==> src/rtl/awd_pkg.sv <==
package awd_pkg;
  localparam int ADDR_W    = 32;
  localparam int DATA_W    = 32;
  localparam int GRAN_BITS = 16;
  localparam int SIZE_W    = 16;
  localparam int TGT_W     = 4;
  localparam int ATTR_W    = 8;
  localparam int FLD_W     = 2;

  typedef enum logic [FLD_W-1:0] {
    FLD_CTRL     = 2'd0,
    FLD_BASE     = 2'd1,
    FLD_REMAP_LO = 2'd2,
    FLD_REMAP_HI = 2'd3
  } fld_e;

  typedef struct packed {
    logic ctrlWr;
    logic baseWr;
    logic remapLoWr;
    logic remapHiWr;
  } wrStrobe_t;

  typedef struct packed {
    logic [SIZE_W-1:0] sizeMask;
    logic [ATTR_W-1:0] attr;
    logic [TGT_W-1:0]  target;
    logic [2:0]        rsvd;
    logic              enable;
  } winCtrl_t;
endpackage

==> src/rtl/awd_ctrl.sv <==
module awd_ctrl
  import awd_pkg::*;
#(
  parameter int NWIN  = 8,
  localparam int IDX_W = $clog2(NWIN)
) (
  input  logic             clk,
  input  logic             rstN,
  input  logic             wrEn,
  input  logic [IDX_W-1:0] wrWin,
  input  logic [FLD_W-1:0] wrFld,
  output logic [NWIN-1:0]  winHot,
  output wrStrobe_t        strobe
);
  always_comb begin
    winHot = '0;
    if (wrEn) winHot = NWIN'(1) << wrWin;
  end

  always_comb begin
    strobe = '0;
    if (wrEn) begin
      unique case (fld_e'(wrFld))
        FLD_CTRL:     strobe.ctrlWr    = 1'b1;
        FLD_BASE:     strobe.baseWr    = 1'b1;
        FLD_REMAP_LO: strobe.remapLoWr = 1'b1;
        FLD_REMAP_HI: strobe.remapHiWr = 1'b1;
        default:      strobe = '0;
      endcase
    end
  end

  // one register of one window per write, nothing when idle
  p_single_strobe_r1: assert property (@(posedge clk) disable iff (!rstN)
    $onehot0(strobe) && $onehot0(winHot))
    else $error("more than one write strobe");
  p_idle_quiet_r1: assert property (@(posedge clk) disable iff (!rstN)
    !wrEn |-> (strobe == '0 && winHot == '0))
    else $error("strobe without write enable");
endmodule

==> src/rtl/awd_window.sv <==
module awd_window
  import awd_pkg::*;
#(
  parameter bit HAS_REMAP = 1'b1
) (
  input  logic              clk,
  input  logic              rstN,
  input  logic              selThis,
  input  wrStrobe_t         strobe,
  input  logic [DATA_W-1:0] wrData,
  input  logic [ADDR_W-1:0] addrIn,
  output logic              hit,
  output logic              cfgErr,
  output logic [TGT_W-1:0]  target,
  output logic [ATTR_W-1:0] attr,
  output logic [ADDR_W-1:0] xlatAddr,
  output logic [ADDR_W-1:0] xlatHi
);
  localparam logic [ADDR_W-1:0] LOW_MASK = {ADDR_W{1'b1}} >> (ADDR_W - GRAN_BITS);

  winCtrl_t          ctrlQ;
  logic [ADDR_W-1:0] baseQ;
  logic [ADDR_W-1:0] dcMask;
  logic              sizeOk;
  logic              unusedRsvd;

  always_ff @(posedge clk or negedge rstN) begin
    if (!rstN) begin
      ctrlQ <= '0;
      baseQ <= '0;
    end else if (selThis) begin
      if (strobe.ctrlWr) ctrlQ <= winCtrl_t'(wrData);
      if (strobe.baseWr) baseQ <= ADDR_W'(wrData);
    end
  end

  // contiguous run from bit 0: adding one clears every set bit
  assign sizeOk = (ctrlQ.sizeMask & (ctrlQ.sizeMask + SIZE_W'(1))) == '0;
  assign dcMask = (ADDR_W'(ctrlQ.sizeMask) << GRAN_BITS) | LOW_MASK;
  assign hit    = ctrlQ.enable && sizeOk &&
                  ((addrIn & ~dcMask) == (baseQ & ~dcMask));
  assign cfgErr = !sizeOk;
  assign target = ctrlQ.target;
  assign attr   = ctrlQ.attr;
  assign unusedRsvd = ^ctrlQ.rsvd;

  generate
    if (HAS_REMAP) begin : g_remap
      logic [ADDR_W-1:0] remapLoQ;
      logic [ADDR_W-1:0] remapHiQ;
      always_ff @(posedge clk or negedge rstN) begin
        if (!rstN) begin
          remapLoQ <= '0;
          remapHiQ <= '0;
        end else if (selThis) begin
          if (strobe.remapLoWr) remapLoQ <= ADDR_W'(wrData);
          if (strobe.remapHiWr) remapHiQ <= ADDR_W'(wrData);
        end
      end
      assign xlatAddr = (remapLoQ & ~dcMask) | (addrIn & dcMask);
      assign xlatHi   = remapHiQ;
    end else begin : g_pass
      logic unusedRemapWr;
      assign unusedRemapWr = strobe.remapLoWr | strobe.remapHiWr;
      assign xlatAddr = addrIn;
      assign xlatHi   = '0;
    end
  endgenerate

  p_disabled_nohit_r2: assert property (@(posedge clk) disable iff (!rstN)
    !ctrlQ.enable |-> !hit)
    else $error("disabled window hit");
  p_cfgerr_nohit_r5: assert property (@(posedge clk) disable iff (!rstN)
    cfgErr |-> !hit)
    else $error("window with bad size hit");
  p_ctrl_load_r1: assert property (@(posedge clk) disable iff (!rstN)
    (selThis && strobe.ctrlWr) |=> (ctrlQ == winCtrl_t'($past(wrData))))
    else $error("control write lost");
  p_base_load_r1: assert property (@(posedge clk) disable iff (!rstN)
    (selThis && strobe.baseWr) |=> (baseQ == ADDR_W'($past(wrData))))
    else $error("base write lost");
endmodule

==> src/rtl/awd_select.sv <==
module awd_select
  import awd_pkg::*;
#(
  parameter int NWIN  = 8,
  localparam int IDX_W = $clog2(NWIN)
) (
  input  logic                           clk,
  input  logic                           rstN,
  input  logic [NWIN-1:0]                winHit,
  input  logic [NWIN-1:0][TGT_W-1:0]     winTgt,
  input  logic [NWIN-1:0][ATTR_W-1:0]    winAttr,
  input  logic [NWIN-1:0][ADDR_W-1:0]    winXlat,
  input  logic [NWIN-1:0][ADDR_W-1:0]    winXlatHi,
  input  logic [ADDR_W-1:0]              addrIn,
  output logic                           hitQ,
  output logic                           multiQ,
  output logic [IDX_W-1:0]               idxQ,
  output logic [TGT_W-1:0]               tgtQ,
  output logic [ATTR_W-1:0]              attrQ,
  output logic [ADDR_W-1:0]              addrOutQ,
  output logic [ADDR_W-1:0]              addrOutHiQ
);
  logic [IDX_W-1:0] selIdx;
  logic             anyHit;
  logic             manyHit;

  always_comb begin
    selIdx = '0;
    for (int i = NWIN - 1; i >= 0; i--) begin
      if (winHit[i]) selIdx = IDX_W'(i);
    end
  end

  assign anyHit  = |winHit;
  assign manyHit = (winHit & (winHit - NWIN'(1))) != '0;

  always_ff @(posedge clk or negedge rstN) begin
    if (!rstN) begin
      hitQ       <= 1'b0;
      multiQ     <= 1'b0;
      idxQ       <= '0;
      tgtQ       <= '0;
      attrQ      <= '0;
      addrOutQ   <= '0;
      addrOutHiQ <= '0;
    end else if (anyHit) begin
      hitQ       <= 1'b1;
      multiQ     <= manyHit;
      idxQ       <= selIdx;
      tgtQ       <= winTgt[selIdx];
      attrQ      <= winAttr[selIdx];
      addrOutQ   <= winXlat[selIdx];
      addrOutHiQ <= winXlatHi[selIdx];
    end else begin
      hitQ       <= 1'b0;
      multiQ     <= 1'b0;
      idxQ       <= '0;
      tgtQ       <= '0;
      attrQ      <= '0;
      addrOutQ   <= addrIn;
      addrOutHiQ <= '0;
    end
  end

  p_multi_needs_hit_r8: assert property (@(posedge clk) disable iff (!rstN)
    multiQ |-> hitQ)
    else $error("multi-hit without hit");
  p_lowest_wins_r8: assert property (@(posedge clk) disable iff (!rstN)
    hitQ |-> ((($past(winHit) >> idxQ) & NWIN'(1)) == NWIN'(1)) &&
             (($past(winHit) & ((NWIN'(1) << idxQ) - NWIN'(1))) == '0))
    else $error("winner is not the lowest hitting window");
  p_hit_tracks_r10: assert property (@(posedge clk) disable iff (!rstN)
    anyHit |=> hitQ)
    else $error("hit not registered");
  p_miss_passthru_r9: assert property (@(posedge clk) disable iff (!rstN)
    !anyHit |=> (!hitQ && !multiQ && addrOutHiQ == '0 && addrOutQ == $past(addrIn)))
    else $error("miss output wrong");
endmodule

==> src/rtl/awd_top.sv <==
module awd_top
  import awd_pkg::*;
#(
  parameter int NWIN = 8,
  parameter logic [NWIN-1:0] HAS_REMAP = NWIN'(8'h0F),
  localparam int IDX_W = $clog2(NWIN)
) (
  input  logic              clk,
  input  logic              rstN,
  input  logic              wrEn,
  input  logic [IDX_W-1:0]  wrWin,
  input  logic [FLD_W-1:0]  wrFld,
  input  logic [DATA_W-1:0] wrData,
  input  logic [ADDR_W-1:0] addrIn,
  output logic              hit,
  output logic              multiHit,
  output logic [IDX_W-1:0]  hitIdx,
  output logic [TGT_W-1:0]  hitTarget,
  output logic [ATTR_W-1:0] hitAttr,
  output logic [ADDR_W-1:0] addrOut,
  output logic [ADDR_W-1:0] addrOutHi,
  output logic [NWIN-1:0]   cfgErr
);
  logic [NWIN-1:0]              winHot;
  wrStrobe_t                    strobe;
  logic [NWIN-1:0]              winHit;
  logic [NWIN-1:0][TGT_W-1:0]   winTgt;
  logic [NWIN-1:0][ATTR_W-1:0]  winAttr;
  logic [NWIN-1:0][ADDR_W-1:0]  winXlat;
  logic [NWIN-1:0][ADDR_W-1:0]  winXlatHi;

  awd_ctrl #(.NWIN(NWIN)) u_ctrl (
    .clk(clk), .rstN(rstN), .wrEn(wrEn), .wrWin(wrWin), .wrFld(wrFld),
    .winHot(winHot), .strobe(strobe)
  );

  generate
    for (genvar g = 0; g < NWIN; g++) begin : g_win
      awd_window #(.HAS_REMAP(HAS_REMAP[g])) u_win (
        .clk(clk), .rstN(rstN), .selThis(winHot[g]), .strobe(strobe),
        .wrData(wrData), .addrIn(addrIn), .hit(winHit[g]), .cfgErr(cfgErr[g]),
        .target(winTgt[g]), .attr(winAttr[g]), .xlatAddr(winXlat[g]),
        .xlatHi(winXlatHi[g])
      );
    end
  endgenerate

  awd_select #(.NWIN(NWIN)) u_sel (
    .clk(clk), .rstN(rstN), .winHit(winHit), .winTgt(winTgt), .winAttr(winAttr),
    .winXlat(winXlat), .winXlatHi(winXlatHi), .addrIn(addrIn),
    .hitQ(hit), .multiQ(multiHit), .idxQ(hitIdx), .tgtQ(hitTarget),
    .attrQ(hitAttr), .addrOutQ(addrOut), .addrOutHiQ(addrOutHi)
  );
endmodule

==> config.mk <==
export PLATFORM = sky130hd
export DESIGN_NAME = awd_top
export DESIGN_NICKNAME = d
export VERILOG_FILES = /design/src/rtl/awd_pkg.sv /design/src/rtl/awd_ctrl.sv /design/src/rtl/awd_window.sv /design/src/rtl/awd_select.sv /design/src/rtl/awd_top.sv
export SDC_FILE = /design/constraint.sdc
export NUM_CORES = 1
export LEC_CHECK = 0
export ABC_AREA = 1
export CAP_MARGIN = 20
export CORE_MARGIN = 2
export CORE_UTILIZATION = 45
export DETAILED_ROUTE_END_ITERATION = 10
export GPL_ROUTABILITY_DRIVEN = 0
export PLACE_DENSITY = 0.65
export SETUP_SLACK_MARGIN = 0.05
export SYNTH_ARGS = -nofsm -noshare
export SYNTH_HDL_FRONTEND = slang
export SYNTH_SLANG_ARGS = --single-unit
==> constraint.sdc <==
create_clock -name clk -period 2.1 [get_ports clk]
set_input_delay 0.42 -clock clk [delete_from_list [all_inputs] [get_ports clk]]
set_output_delay 0.42 -clock clk [all_outputs]
set_load 0.005 [all_outputs]
# [Yosys cells after proc, flatten, opt, wreduce, memory -nomap -nowiden]
# Index checks and enable logic that the tools add are counted.
[totals] regBits=825 latchBits=0 ram_bits=0 rom_bits=0 wordCells=210 n_memories=0
[classes] addsub=9 n_mul=0 div_mod_pow=0 order_cmp=1 eq_ne=11 shifts=1 n_mux=29 bitwise_logic=45 reduce_logical=59
[op_table] op="$and A32 B32 Y32" n=24
[op_table] op="$eq A32 B32 Y1" n=8
[op_table] op="$not A32 Y32" n=8
[op_table] op="$bmux W32 S3" n=2
[op_table] op="$add A16 B1 Y16 const B" n=8
[op_table] op="$and A16 B16 Y16" n=8
[op_table] op="$logic_not A16 Y1" n=8
[op_table] op="$mux W32" n=4
[op_table] op="$or A32 B32 Y32" n=4
[op_table] op="$reduce_and A2 Y1" n=24
[op_table] op="$mux W3" n=9
[op_table] op="$bmux W8 S3" n=1
[op_table] op="$mux W8" n=3
[op_table] op="$logic_and A1 B1 Y1" n=16
[op_table] op="$bmux W4 S3" n=1
[op_table] op="$mux W4" n=3
[op_table] op="$and A8 B8 Y8" n=1
[op_table] op="$logic_not A1 Y1" n=8
[op_table] op="$reduce_bool A8 Y1" n=1
[op_table] op="$reduce_or A8 Y1" n=1
[op_table] op="$shl A1 B3 Y8 const A" n=1
[op_table] op="$sub A8 B1 Y8 const B" n=1
[op_table] op="$mux W1" n=6
[op_table] op="$eq A2 B2 Y1 const B" n=2
[op_table] op="3 further kinds" n=3

# [Depth between registers and ports, before layout]
[logic_depth] depth_word=16 mapped_depth=22 depth_no_buf=20

# [Hierarchy]
# A second synthesis with hierarchy kept.
[hier_totals] hier_cells=5276 area_unflattened_um2=37782.5
[modules_own_cells] module="awd_window (g_win[0].u_win ...)" n_inst=4 cells_per_inst=528 area_each_um2=4339.2
[modules_own_cells] module="awd_window (g_win[4].u_win ...)" n_inst=4 cells_per_inst=364 area_each_um2=2813.9
[modules_own_cells] module="awd_select" n_inst=1 cells_per_inst=1683 area_each_um2=9076.2
[modules_own_cells] module="awd_ctrl" n_inst=1 cells_per_inst=25 area_each_um2=93.8

# [Worst setup path before layout]
# Ideal clock, no wire load.
[synth_timing] kind="input to register" from="input port addrIn[24]" to="register u_sel.addrOutQ[28]" setup_time_ps=113 arrival_time_ps=2213 required_ps=1987 path_slack_ps=-226 stages=16 cell_sequence="buf_2 -> inv_2 -> buf_2 -> o21ai_0 -> nand4_1 -> nor3_2 -> nand4_4 -> nand2_1 -> inv_2 -> nand2_4 -> inv_2 -> buf_2 -> nand3_1 -> nand3_1 -> nand2_1 -> inv_1"
[synth_between] elab_chain_cells=14 elab_cells_between_ends=36 cone_classes="eq/ne (8); mux (11); bitwise (8); reduce/logical (9)"
[synth_lines] item="start: declaration" line_no="awd_top.sv:14" text="input logic [ADDR_W-1:0] addrIn,"
[synth_lines] item="$and A32 B32 Y32" line_no="awd_window.sv:41" text="((addrIn & ~dcMask) == (baseQ & ~dcMask));"
[synth_lines] item="$eq A32 B32 Y1" line_no="awd_window.sv:41"
[synth_lines] item="$logic_and A1 B1 Y1" line_no="awd_window.sv:40" text="assign hit = ctrlQ.enable && sizeOk &&"
[synth_lines] item="$mux W3 (8 in series)" line_no="awd_select.sv:30" text="if (winHit[i]) selIdx = IDX_W'(i);"
[synth_lines] item="$bmux W32 S3" line_no="awd_select.sv:52" text="addrOutQ <= winXlat[selIdx];"
[synth_lines] item="$mux W32 (implied by the code)" line_no="awd_select.sv:52"
[synth_lines] item="$mux W32 *" line_no="awd_select.sv:46" text="end else if (anyHit) begin"
[synth_lines] item="end signal: assignment" line_no="awd_select.sv:52"
[synth_lines] item="end signal: assignment" line_no="awd_select.sv:60" text="addrOutQ <= addrIn;"
[synth_lines] item="end: declaration" line_no="awd_select.sv:20" text="output logic [ADDR_W-1:0] addrOutQ,"
# Every way passes the cells marked *; elsewhere a longest branch is shown, timed or not. The select of a mux whose other input is x is not followed.
# A chain may end at the register's enable or synchronous reset.

# [Worst setup path after layout]
[layout_timing] from="register g_win[7].u_win.ctrlQ[18] (netlist name)" to="register u_sel.tgtQ[3]"
[layout_between] elab_chain_cells=16 elab_cells_between_ends=21 cone_classes="add/sub (1); eq/ne (1); mux (11); bitwise (4); reduce/logical (4)"
[layout_lines] item="start: declaration" line_no="awd_window.sv:21" text="winCtrl_t ctrlQ;"
[layout_lines] item="start signal: assignment" line_no="awd_window.sv:32" text="if (strobe.ctrlWr) ctrlQ <= winCtrl_t'(wrData);"
[layout_lines] item="$add A16 B1 Y16" line_no="awd_window.sv:38" text="assign sizeOk = (ctrlQ.sizeMask & (ctrlQ.sizeMask + SIZE_W'(1))) == '0;"
[layout_lines] item="$and A16 B16 Y16" line_no="awd_window.sv:38"
[layout_lines] item="$logic_not A16 Y1" line_no="awd_window.sv:38"
[layout_lines] item="$logic_and A1 B1 Y1" line_no="awd_window.sv:40"
[layout_lines] item="$logic_and A1 B1 Y1 *" line_no="awd_window.sv:40"
[layout_lines] item="$mux W3 (8 in series)" line_no="awd_select.sv:30"
[layout_lines] item="$bmux W4 S3" line_no="awd_select.sv:50" text="tgtQ <= winTgt[selIdx];"
[layout_lines] item="$mux W4 (implied by the code)" line_no="awd_select.sv:50"
[layout_lines] item="$mux W4 *" line_no="awd_select.sv:46"
[layout_lines] item="end signal: assignment" line_no="awd_select.sv:50"
[layout_lines] item="end: declaration" line_no="awd_select.sv:18" text="output logic [TGT_W-1:0] tgtQ,"
# Marks and branches as above.

==> flow_summary.ini <==
[status]
status = finished, violations left
violations = negative setup slack

[detailed_routing]
drt_pass1_iterations = 7
num_vias = 27800
wirelength_um = 99800
vias_per_cell = 5.40
wl_per_cell_um = 19.4
drt_iter0_drc = 2516
ant_nets = 0
drc = 0

[critical_path]
start_kind = flip-flop
crit_required_ns = 2.65
critical_path.startpoint = g_win[7].u_win.ctrlQ[18]
r2r_setup_slack_ns = -0.62
worstSetupEndpointType = flip-flop
reg2regPathDepth = 23
reg2reg_to = u_sel.tgtQ[3]
crit_fanout = 8
worstPathArrival_ns = 3.27
path_class = reg2reg
timing.rr.start = g_win[7].u_win.ctrlQ[18]

[grt]
grt-ovfl-total = 0
antenna_found_initial = 0
grt_pass1_wl_um = 151000
grt_pass1_vias = 26000
grt_max_degree = 79
track_usage = 0.289

[floorplan]
coreArea_um2 = 64600
design.die.area_um2 = 67500
die_y_um = 260
initial_core_util = 0.456
fp.dieW_um = 260
std_cell_rows = 93
io_pins = 161

[sta]
rsz0062_at_grt = yes
final.period_utilization = 1.29
maxSlewViolCount = 0
finalCriticalPeriod_ns = 2.72
fin_ws_ns = -0.618
worst_pin_slew_ns = 0.514
hold_viol = 0
max_freq_mhz = 368
setup_viol = 73
fin_worst_skew_ns = 0.0305
slew_headroom = 0.657

[cts]
cts_root_buf = clkbuf_16
cts.sinks = 633
clk_pin_slew_ns = 0.06
cts_buffers = 72
clk_latency_ns = 0.63
ctsHtreeMaxLevel = 3
cts_tree = done
cts_buffer_depth = 3

[final_layout]
layoutNonFillerInstCount = 5141
fillers = 5419
post-route-cell-area_um2 = 40400
nets = 4303
areaGrowthSynthToFinish_pct = 37.3
drive_above_1_share = 0.229

[place]
portBuffers = 160
dpl_cell_area_um2 = 35200
pre_cts_slack_ns = -1.21
dp.cells = 4918
post-dp-hpwl_um = 60700

[yosys]
synth_nets = 3833
synthDistinctLibCells = 42
syn_area_um2 = 29500
synth_edf_count = 0
synthTopCellsByArea = dfrtp_1, nand2_1, o21ai_0, nand3_1, inv_1
synthCells = 3761
yosysSeqAreaShare = 0.538
ys_async_sr_fraction = 1.00
syn_avg_cell_area_um2 = 7.83
netlist_top_cells_count = nand2_1, o21ai_0, dfrtp_1, inv_1, nand3_1
synth_top_cell_area_share = 0.538
synth.most_common_cell = nand2_1
yosys.area.top_type = dfrtp_1
ys_warn_count = 0
synth_ff_type = dfrtp_1
synth_seq_cells = 633

[min_path]
hold-path-cell-count = 1
worstHoldEndpoint = u_sel.addrOutQ[4]
min_path_type = in2reg
hold_start = addrIn[4]

[power_and_ir_drop]
p_per_area_nw_per_um2 = 826
p_leak_nw = 19.0
vdd_drop_max_mv = 0.650

[flow_run]
max_cap_viol_count = 0
worst max-delay path by stage:
stage	end	slack, ns	cells past startpoint
4_1_cts	u_sel.addrOutQ[28]	-0.52	20
6_report	u_sel.tgtQ[3]	-0.62	23
3_3_place_gp	u_sel.addrOutQ[21]	-1.20	16
5_1_grt	u_sel.addrOutHiQ[21]	-0.81	21
2_1_floorplan	u_sel.attrQ[7]	-0.11	21
3_5_place_dp	u_sel.addrOutHiQ[19]	-1.21	13
routing by layer:
layer  wire, um  vias up  GRT usage
li1           -    13100          -
met1      42700    13300      0.415
met2      45900     1118      0.450
met3       7660      222     0.0438
met4       3490        0     0.0977
met5          0        -          0
power breakdown:
group | internal (mW) | total, mW | switching (mW)
clock | 7.63 | 12.8 | 5.18
sequential | 13.6 | 14.6 | 1.01
combinational | 2.75 | 5.98 | 3.23
total | 24.0 | 33.4 | 9.42
timing repair:
action,CTS,global route
setup endpoints to repair,75,75
endpoints found under the hold margin,16,0
gates cloned,14,18
pin swaps,56,113
resized for setup,177,321
setup buffers,47,25
hold buffers,1,0
logic make-up after synthesis:
| group | count (synthesis) | share of synthesized area |
|---|---|---|
| buffers and inverters | 532 | 0.0738 |
| XOR/XNOR | 8 | 0.00238 |
| flip-flops | 633 | 0.538 |
| AO/OA/AOI/OAI | 816 | 0.142 |
| AND/OR/NAND/NOR | 1772 | 0.245 |
worst max-delay path, stage by stage, from the launching register on:
cell	delay [ns]
dfrtp_1	0.41
buf_4	0.13
buf_4	0.10
nand3_4	0.06
inv_2	0.05
nand2_1	0.06
nand2_1	0.06
nand3_1	0.07
nor2_1	0.14
nand3_2	0.11
buf_6	0.13
nor2_4	0.09
nand3_2	0.09
nand2_2	0.10
nand2_4	0.08
nand2_8	0.11
nand2_8	0.13
inv_12	0.13
buf_12	0.13
buf_16	0.15
nand2_2	0.07
nand3_2	0.08
nand3_1	0.07
nand2_1	0.06
registers in the layout, summed over array words and instances, names as in the netlist:
| name | flops |
|---|---|
| u_sel.multiQ | 1 |
| u_sel.hitQ | 1 |
| g_win.u_win.xlatHi | 128 |
| u_sel.attrQ | 8 |
| g_win.u_win.baseQ | 128 |
| u_sel.tgtQ | 4 |
| g_win.u_win.target | 32 |
| g_win.u_win.ctrlQ | 136 |
| u_sel.addrOutQ | 32 |
| g_win.u_win.g_remap.remapLoQ | 64 |
| g_win.u_win.attr | 64 |
| u_sel.idxQ | 3 |
| u_sel.addrOutHiQ | 32 |
per-stage QoR:
step                 util  setup TNS (ns)  power (mW)  hold WS (ns)
finish              0.626          -37.86        33.4         0.236
global route        0.626          -51.03        34.9         0.232
CTS                 0.601          -32.46        33.2         0.214
detailed placement  0.544         -131.64        20.1         0.358
global placement    0.544         -118.32        19.9         0.355
floorplan               -           -4.09        17.4         0.124
layout make-up:
| cell class | instances | area, um2 | share of cell area |
|---|---|---|---|
| tap | 855 | 1070 | 0.0264 |
| sequential | 633 | 15800 | 0.392 |
| clock inverter | 17 | 158 | 0.00390 |
| timing repair inverter | 1 | 6.26 | 0.000155 |
| antenna | 1 | 2.50 | 0.0000619 |
| timing repair buffer | 639 | 7020 | 0.174 |
| inverter | 287 | 1130 | 0.0280 |
| clock buffer | 111 | 2250 | 0.0557 |
| multi-input combinational | 2597 | 13000 | 0.320 |
placed cells by master (no fill, tap or decap), drive strengths merged:
cell           count
nand2           1261
o21ai            704
dfrtp            633
buf              471
inv              287
nand3            267
nor2             186
clkdlybuf4s50    149
clkbuf           127
a21oi             77
nand4             26
clkinv            16
nand3b            12
nor3              12
a21o              10
o22ai              9
xnor2              8
nor4               4
o21bai             3
a221oi             3
or2                3
o2111ai            2
o21a               2
bufinv             2
dlygate4sd2        2
diode              1
and3               1
a2111oi            1
a21boi             1
a22o               1
a41oi              1
o221ai             1
nor3b              1
o211ai             1
dlygate4sd3        1
Note: power is estimated with default switching activity, not from simulation.
